[src/rtl/seg_addr_gen.sv]
module seg_addr_gen #(
  parameter int OFS_W = 16,
  parameter int SHIFT = 4
) (
  input  logic                     clk,
  input  logic                     rst,
  input  logic                     seg_wr_en,
  input  logic [1:0]               seg_wr_sel,
  input  logic [OFS_W-1:0]         seg_wr_data,
  input  logic [1:0]               kind,
  input  logic [2:0]               op_a,
  input  logic [2:0]               op_b,
  input  logic                     disp_en,
  input  logic [OFS_W-1:0]         disp,
  input  logic [OFS_W-1:0]         reg_gbase,
  input  logic [OFS_W-1:0]         reg_fbase,
  input  logic [OFS_W-1:0]         reg_sidx,
  input  logic [OFS_W-1:0]         reg_didx,
  input  logic [OFS_W-1:0]         reg_ip,
  input  logic [OFS_W-1:0]         reg_sp,
  input  logic                     ovr_en,
  input  logic [1:0]               ovr_sel,
  output logic [OFS_W+SHIFT-1:0]   phys_addr,
  output logic [OFS_W-1:0]         eff_addr,
  output logic                     bad_mode
);
  localparam int PA_W = OFS_W + SHIFT;
  localparam logic [1:0] SG_EXT = 2'd0, SG_COD = 2'd1, SG_STK = 2'd2, SG_DAT = 2'd3;

  logic [OFS_W-1:0] seg_q [4];
  logic [OFS_W-1:0] val_a, val_b, off;
  logic [1:0]       sel;
  logic             bad;
  logic [PA_W-1:0]  pa;

  always_ff @(posedge clk) begin
    if (rst) begin
      for (int i = 0; i < 4; i++) seg_q[i] <= '0;
    end else if (seg_wr_en) begin
      seg_q[seg_wr_sel] <= seg_wr_data;
    end
  end

  function automatic logic [OFS_W-1:0] opval(input logic [2:0] c);
    case (c)
      3'd1:    return reg_gbase;
      3'd2:    return reg_fbase;
      3'd3:    return reg_sidx;
      3'd4:    return reg_didx;
      default: return '0;
    endcase
  endfunction

  function automatic logic is_base(input logic [2:0] c);
    return (c == 3'd1) || (c == 3'd2);
  endfunction

  function automatic logic is_idx(input logic [2:0] c);
    return (c == 3'd3) || (c == 3'd4);
  endfunction

  assign val_a = opval(op_a);
  assign val_b = opval(op_b);

  always_comb begin
    bad = 1'b0;
    case (kind)
      2'd1: begin off = reg_ip;   sel = SG_COD; end
      2'd2: begin off = reg_sp;   sel = SG_STK; end
      2'd3: begin off = reg_didx; sel = SG_EXT; end
      default: begin
        off = val_a + val_b + (disp_en ? disp : '0);
        sel = (op_a == 3'd2 || op_b == 3'd2) ? SG_STK : SG_DAT;
        if (ovr_en) sel = ovr_sel;
        bad = (is_base(op_a) && is_base(op_b)) || (is_idx(op_a) && is_idx(op_b));
      end
    endcase
  end

  assign pa = {seg_q[sel], {SHIFT{1'b0}}} + {{SHIFT{1'b0}}, off};

  always_ff @(posedge clk) begin
    if (rst) begin
      phys_addr <= '0;
      eff_addr  <= '0;
      bad_mode  <= 1'b0;
    end else begin
      phys_addr <= bad ? '0 : pa;
      eff_addr  <= bad ? '0 : off;
      bad_mode  <= bad;
    end
  end

  logic run_q;
  always_ff @(posedge clk) run_q <= !rst;

  assert_bad_zero_R5: assert property (@(posedge clk) disable iff (rst)
    bad_mode |-> (phys_addr == '0 && eff_addr == '0));
  assert_fetch_ip_R6: assert property (@(posedge clk) disable iff (rst)
    (run_q && $past(kind) == 2'd1) |-> (eff_addr == $past(reg_ip) && !bad_mode));
  assert_stack_sp_R7: assert property (@(posedge clk) disable iff (rst)
    (run_q && $past(kind) == 2'd2) |-> (eff_addr == $past(reg_sp) && !bad_mode));
  assert_strdst_di_R8: assert property (@(posedge clk) disable iff (rst)
    (run_q && $past(kind) == 2'd3) |-> (eff_addr == $past(reg_didx) && !bad_mode));
  assert_seg_hold_R9: assert property (@(posedge clk) disable iff (rst)
    (run_q && !$past(seg_wr_en)) |-> (seg_q[1] == $past(seg_q[1]) && seg_q[2] == $past(seg_q[2])));
endmodule

[config.mk]
export PLATFORM = sky130hd
export DESIGN_NAME = seg_addr_gen
export DESIGN_NICKNAME = d
export VERILOG_FILES = /design/src/rtl/seg_addr_gen.sv
export SDC_FILE = /design/constraint.sdc
export NUM_CORES = 1
export LEC_CHECK = 0
export CAP_MARGIN = 20
export CORE_MARGIN = 2
export CORE_UTILIZATION = 45
export DETAILED_ROUTE_END_ITERATION = 8
export MAX_ROUTING_LAYER = met4
export PLACE_DENSITY = 0.85
export SETUP_SLACK_MARGIN = 0.15
export SLEW_MARGIN = 25
export SYNTH_ARGS = -nofsm -noshare
export SYNTH_HDL_FRONTEND = slang
export SYNTH_SLANG_ARGS = --single-unit
[constraint.sdc]
create_clock -name clk -period 8.1 [get_ports clk]
set_input_delay 2.43 -clock clk [delete_from_list [all_inputs] [get_ports clk]]
set_output_delay 2.43 -clock clk [all_outputs]
set_load 0.05 [all_outputs]
==> flow_metrics.env, run 1 <==
export IMPL_outcome="completed"
export IMPL_synth_top_area_cell="edfxtp_1"
export IMPL_cts_buffers=9
export IMPL_ant_nets=0
export IMPL_syn_nets=862
export IMPL_clkPwrFrac_pct=23.8
export IMPL_switching_power_mw=0.6697
export IMPL_cp_depth=23
export IMPL_wl_per_cell_um=20.61
export IMPL_drive_gt1_share_pct=9.441
export IMPL_drt_iter0_markers=736
export IMPL_r2r_cells=14
export IMPL_leakage_nw=3.649
export IMPL_initial_utilization_pct=46.55
export IMPL_rows=44
export IMPL_cts_reportedPaths_clkPinSlew_ns=0.07
export IMPL_io_pins=182
export IMPL_die_x_um=127.1
export IMPL_timing_critical_path_from="op_a[0]"
export IMPL_worstSetupPathType="in -> reg"
export IMPL_grt_usage_pct=27.91
export IMPL_wl_um=21520
export IMPL_syn2layout_area_growth_pct=36.69
export IMPL_clkLatencyLatePin_ns=0.36
export IMPL_worst_path_max_delay_cell="mux4_2"
export IMPL_synth_top_cell_area_share_pct=28.19
export IMPL_worstPathCellList="clkdlybuf4s50_1, buf_4, nor3b_4, buf_4, a22o_1, a221o_1, fa_1, ha_1, fa_1, a21o_1, a21oi_1, xnor2_1, mux4_2, fa_1, a21o_1, a21oi_1, o21ai_0, buf_4, nand3_1, o211ai_1, a211o_1, a21o_1, a31o_1"
export IMPL_drt_pre_antenna_iters=6
export IMPL_cts_sinks=97
export IMPL_num_vias=6194
export IMPL_cts_tree="yes"
export IMPL_avgSynthCellArea_um2=10.10
export IMPL_wl_met1_um=8807
export IMPL_final_period_utilization_pct=94.82
export IMPL_hold_violations=0
export IMPL_via_per_inst=5.933
export IMPL_final_setup_worst_slack_ns=0.4197
export IMPL_cts_buffer_depth=2
export IMPL_nFillCells=1177
export IMPL_cp_required_ns=8.35
export IMPL_grt_pass1_wl_um=33290
export IMPL_synthFlopType="edfxtp_1"
export IMPL_critPathCapture="phys_addr[18]"
export IMPL_p_comb_share_pct=42.9
export IMPL_die_area_um2=16150
export IMPL_worstPathArrival_ns=7.93
export IMPL_worst_path_buf_inv=4
export IMPL_setup_viol=0
export IMPL_nets=1040
export IMPL_maxSlewViolCount=0
export IMPL_period_needed_ns=7.680
export IMPL_startpoint_type="input port"
export IMPL_reg2reg_slack_ns=4.96
export IMPL_post_dp_hpwl_um=16290
export IMPL_yosysUniqueCellTypes=59
export IMPL_gp_congestion=0.9650
export IMPL_yosysWarnings=0
export IMPL_syn_area_um2=6817
export IMPL_highest_layer="met4"
export IMPL_finClkSkew_ns=0.01012
export IMPL_dp_slack_ns=0.08643
export IMPL_holdWs_ns=0.8284
export IMPL_wl_met3_um=1538
export IMPL_dr_wl_met2_um=10580
export IMPL_drc=0
export IMPL_synth_most_common_cell="and2_1"
export IMPL_reg2reg_from="seg_q[3][0]"
export IMPL_yosys_top_cells_count="and2_1, edfxtp_1, nand2_1, nor2_1, dfxtp_1"
export IMPL_rsz0062_at_grt="no"
export IMPL_final_core_util_pct=63.63
export IMPL_syn_inst=675
export IMPL_peakVddDrop_v=0.0001216
export IMPL_die_h_um=127.1
export IMPL_pwr_share_seq_pct=33.3
export IMPL_cp_end_kind="flop"
export IMPL_tns_ns=0
export IMPL_port_buffer_count=181
export IMPL_post_cts_buffers=0
export IMPL_synth_seq_cells=97
export IMPL_clock_fmax_ghz=0.1302
export IMPL_cts_root_buf="clkbuf_16"
export IMPL_max_cap_viol_count=0
export IMPL_hp_class="reg -> reg"
export IMPL_grt_pass1_vias=6018
export IMPL_report_power_total_mw=1.816
export IMPL_synthTopCellsByArea="edfxtp_1, dfxtp_1, and2_1"
export IMPL_cpLargestDelayFamily="compound AO/OA/AOI/OAI gates"
export IMPL_slew_headroom_pct=30.26
export IMPL_grt_antenna_before_repair=2
export IMPL_switching_share_pct=36.88
export IMPL_internal_power_mw=1.146
export IMPL_path_max_fanout=9
export IMPL_ys_seq_area_share_pct=37.89
export IMPL_cts_htree_levels=3
export IMPL_coreArea_um2=14640
export IMPL_critical_path_max_stage_delay_ns=0.52
export IMPL_grt_max_degree=33
export IMPL_r2r_end="phys_addr[18]"
export IMPL_synth_edf_count=64
export IMPL_worst_slew_pin_slew_ns=1.046
export IMPL_async_flop_share_pct=0
export IMPL_p_per_area_nw_per_um2=194.9
export IMPL_overflow=0
[how the worst min path moves through the flow]
stage / endpoint / startpoint / cells past startpoint
floorplan: phys_addr[19] / seg_q[0][15] / 4
global placement: phys_addr[19] / seg_q[0][15] / 4
detailed placement: phys_addr[17] / seg_q[2][13] / 4
CTS: phys_addr[17] / seg_q[2][13] / 4
global route: phys_addr[16] / seg_q[2][12] / 4
finish: phys_addr[16] / seg_q[2][12] / 4
[sequential cells by signal, summed over array words and instances (netlist names)]
name       count
seg_q         64
phys_addr     20
eff_addr      12
bad_mode       1
[stage by stage]
step | instances | instance area, µm²
after CTS | 1042 | 9286
after global placement | 1026 | 8979
after global routing | 1044 | 9318
after detailed placement | 1026 | 8981
after floorplan | 675 | 6817
final | 1044 | 9318
[per-layer routing]
metal  up-vias  GRT usage, %
li1       2844             -
met1      2966         35.62
met2       327         45.95
met3        57         5.025
met4         0         8.016
met5         -             -
[cell families (layout without fill, tap and decap cells)]
logic type / after synthesis / count (layout) / share of synthesized area (%)
xor gates and xnor gates: 27 / 27 / 3.469
adders and majority gates: 42 / 42 / 9.582
other: 0 / 2 / 0
muxes: 36 / 36 / 7.893
DFF: 97 / 97 / 37.89
buffers and inverters: 63 / 246 / 3.763
and+or+nand+nor: 240 / 240 / 18.70
AOI/OAI and AO/OA: 170 / 170 / 18.70
[tightest hold or removal path, cell delays in order, from the launching register on]
cell and delay, ns:
edfxtp_1 0.36, nand2_1 0.06, a31oi_1 0.17, xnor2_1 0.16, nor2_1 0.03
[cell type report]
cell class                      count  area [µm²]  area share (%)
Clock inverter                      7       80.08          0.8594
Antenna cell                        2       5.005         0.05371
Inverter                           23       86.33          0.9265
Clock buffer                        9       225.2           2.417
Timing Repair Buffer              207        2078           22.30
Sequential cell                    97        2582           27.72
Tap cell                          184       230.2           2.471
Multi-Input combinational cell    515        4030           43.25
[layout by cell type, fill, tap and decap left out, types with 16 or more instances in the layout]
cell type / instances
mux2i_1: 20
edfxtp_1: 64
ha_1: 25
inv_1: 23
buf_4: 20
a21oi_1: 23
xnor2_1: 18
fa_1: 17
nand2_1: 61
a22o_1: 16
clkdlybuf4s50_1: 179
and2_1: 103
a31oi_1: 18
a211oi_1: 21
nor2_1: 34
dfxtp_1: 33
[timing repair]
item | in CTS | in global routing
hold buffers | 0 | 0
resized for setup | 0 | 6
setup endpoints to repair | 0 | 4
[power by group through the flow]
stage / Sequential, mW / Combinational [mW] / Clock [mW]
floorplan: 0.738 / 0.365 / 0
global placement: 0.615 / 0.759 / 0
detailed placement: 0.616 / 0.766 / 0
CTS: 0.605 / 0.771 / 0.436
global route: 0.610 / 0.834 / 0.458
finish: 0.604 / 0.779 / 0.432
(Power assumes the default switching activity.)
==> inputs of run 2 (changes only) <==
--- a/config.mk
+++ b/config.mk
@@ -6,11 +6,11 @@
 export NUM_CORES = 1
 export LEC_CHECK = 0
 export CAP_MARGIN = 20
-export CORE_MARGIN = 2
-export CORE_UTILIZATION = 45
+export CORE_MARGIN = 3
+export CORE_UTILIZATION = 54
 export DETAILED_ROUTE_END_ITERATION = 8
 export MAX_ROUTING_LAYER = met4
-export PLACE_DENSITY = 0.85
+export PLACE_DENSITY = 0.95
 export SETUP_SLACK_MARGIN = 0.15
 export SLEW_MARGIN = 25
 export SYNTH_ARGS = -nofsm -noshare
==> constraint.sdc (replaced) <==
create_clock -name clk -period 9.4 [get_ports clk]
set_input_delay 2.82 -clock clk [delete_from_list [all_inputs] [get_ports clk]]
set_output_delay 2.82 -clock clk [all_outputs]
set_load 0.05 [all_outputs]
==> run 2 against run 1 <==
Compared with the run above: utilization grew 12 points; critical path depth is the same; global-route usage grew 6.3 points; power shrank 13%; routed wire length grew 8.5%; sequential share of layout area grew 0.53 points; cell area shrank 1.9%; clock power shrank 10%; count of clock-buffer cells in the layout is the same; register-to-register slack gained 1.1 ns; critical path type unchanged; critical endpoint unchanged; largest power group unchanged.
==> flow_metrics.env, run 2 (synthesis gave the netlist of run 1 again) <==
export IMPL_grt_pass1_vias=6386
export IMPL_hold_violations=0
export IMPL_cts_buffers=9
export IMPL_grt_usage_pct=34.24
export IMPL_max_cap_viol_count=0
export IMPL_clock_fmax_ghz=0.1186
export IMPL_period_needed_ns=8.432
export IMPL_finClkSkew_ns=0.01362
export IMPL_overflow=0
export IMPL_drt_iter0_markers=946
export IMPL_die_area_um2=14010
export IMPL_initial_utilization_pct=56.05
export IMPL_rsz0062_at_grt="no"
export IMPL_cts_tree="yes"
export IMPL_largest_reg_flops=64
export IMPL_io_pins=182
export IMPL_grt_antenna_before_repair=0
export IMPL_peakVddDrop_v=0.0001215
export IMPL_cp_end_kind="flop"
export IMPL_dp_slack_ns=0.6786
export IMPL_final_setup_worst_slack_ns=0.9678
export IMPL_nets=1030
export IMPL_cts_root_buf="clkbuf_16"
export IMPL_slew_headroom_pct=29.46
export IMPL_final_period_utilization_pct=89.70
export IMPL_worst_slew_pin_slew_ns=1.058
export IMPL_grt_pass1_wl_um=35760
export IMPL_post_dp_hpwl_um=18130
export IMPL_cts_buffer_depth=2
export IMPL_regMostFlops="seg_q"
export IMPL_leakage_nw=3.568
export IMPL_outcome="completed"
export IMPL_nFillCells=832
export IMPL_die_h_um=118.4
export IMPL_tns_ns=0
export IMPL_cts_htree_levels=3
export IMPL_wl_um=23360
export IMPL_wl_per_cell_um=22.99
export IMPL_maxSlewViolCount=0
export IMPL_hp_class="reg -> reg"
export IMPL_drc=0
export IMPL_ant_nets=0
export IMPL_ctsHoldBuffers=0
export IMPL_setup_viol=0
export IMPL_drt_pre_antenna_iters=6
export IMPL_gp_congestion=1.005
export IMPL_path_max_fanout=7
export IMPL_cts_resized=0
export IMPL_via_per_inst=6.220
export IMPL_syn2layout_area_growth_pct=34.12
export IMPL_final_common_cell="clkdlybuf4s50_1"
export IMPL_grt_max_degree=33
export IMPL_rows=40
export IMPL_coreArea_um2=12160
export IMPL_worstSetupPathType="in -> reg"
export IMPL_clkLatencyLatePin_ns=0.37
export IMPL_cts_sinks=97
export IMPL_reg_top3="seg_q (64), phys_addr (20), eff_addr (12)"
export IMPL_port_buffer_count=181
export IMPL_num_vias=6320
export IMPL_final_cell_mix="clkdlybuf4s50_1, and2_1, edfxtp_1, nand2_1, nor2_1"
export IMPL_p_per_area_nw_per_um2=172.2
export IMPL_worstPathArrival_ns=8.69
export IMPL_n_antenna_cell=0
export IMPL_drive_gt1_share_pct=7.783
export IMPL_post_cts_buffers=0
export IMPL_cp_required_ns=9.66
export IMPL_die_x_um=118.4
export IMPL_startpoint_type="input port"
export IMPL_cts_reportedPaths_clkPinSlew_ns=0.08
==> run 2: worst max-delay path: stages <==
cell and delay, ns:
clkdlybuf4s50_1 0.62, nand2_1 0.08, nor2_1 0.44, a221oi_1 0.18, fa_1 0.53, inv_1 0.05, ha_1 0.21, fa_1 0.47
a21o_1 0.19, a22oi_1 0.31, nor2b_1 0.21, xnor2_1 0.07, mux4_2 0.48, ha_1 0.35, a21oi_1 0.11, o21ai_0 0.36
nand2_1 0.09, a2111o_1 0.29, o211ai_1 0.19, a211o_1 0.19, a21o_1 0.16, a21oi_1 0.08, a31o_1 0.19
==> run 2: layer usage <==
layer / wire, µm / part of all wire, % / GRT usage [%]
met1: 9147 / 39 / 43.65
met2: 11480 / 49 / 56.34
met3: 2129 / 9.1 / 7.033
met4: 595 / 2.5 / 8.498
met5: 0 / 0 / -
==> run 2: final timing paths <==
| path | startpoint | to | slack (ns) | cells after the start |
|---|---|---|---|---|
| setup / recovery | op_a[0] | phys_addr[18] | 0.97 | 23 |
| hold / removal | seg_q[0][15] | phys_addr[19] | 0.81 | 4 |
| setup reg to reg | seg_q[3][0] | phys_addr[18] | 6.02 | 15 |
| hold reg to reg | seg_q[0][15] | phys_addr[19] | 0.81 | 4 |
==> run 2: cell type report <==
cell class,count,area [µm²],area share (%)
flip-flops and latches,97,2582,28.25
multi-input cells,515,4010,43.86
clock buffers,9,225.2,2.463
inverters,23,86.33,0.9443
repair buffers,197,1932,21.13
clock inverters,7,96.34,1.054
well taps,168,210.2,2.299
==> run 2: per-stage QoR <==
| stage | area [µm²] | hold WS, ns | utilization, % | power, mW | std cells |
|---|---|---|---|---|---|
| final | 9143 | 0.8086 | 75.17 | 1.575 | 1016 |
| after global routing | 9143 | 0.8597 | 75.17 | 1.637 | 1016 |
| after CTS | 9134 | 0.7781 | 75.10 | 1.567 | 1016 |
| after detailed placement | 8812 | 0.7658 | 72.46 | 1.183 | 1000 |
| after global placement | 8812 | 0.7636 | 72.46 | 1.164 | 1000 |
| after floorplan | 6817 | 0.6793 | - | 0.9505 | 675 |
==> run 2: power by group <==
group / switching, mW / internal (mW)
registers: 0.0152 / 0.507
clock network: 0.192 / 0.196
logic: 0.388 / 0.277
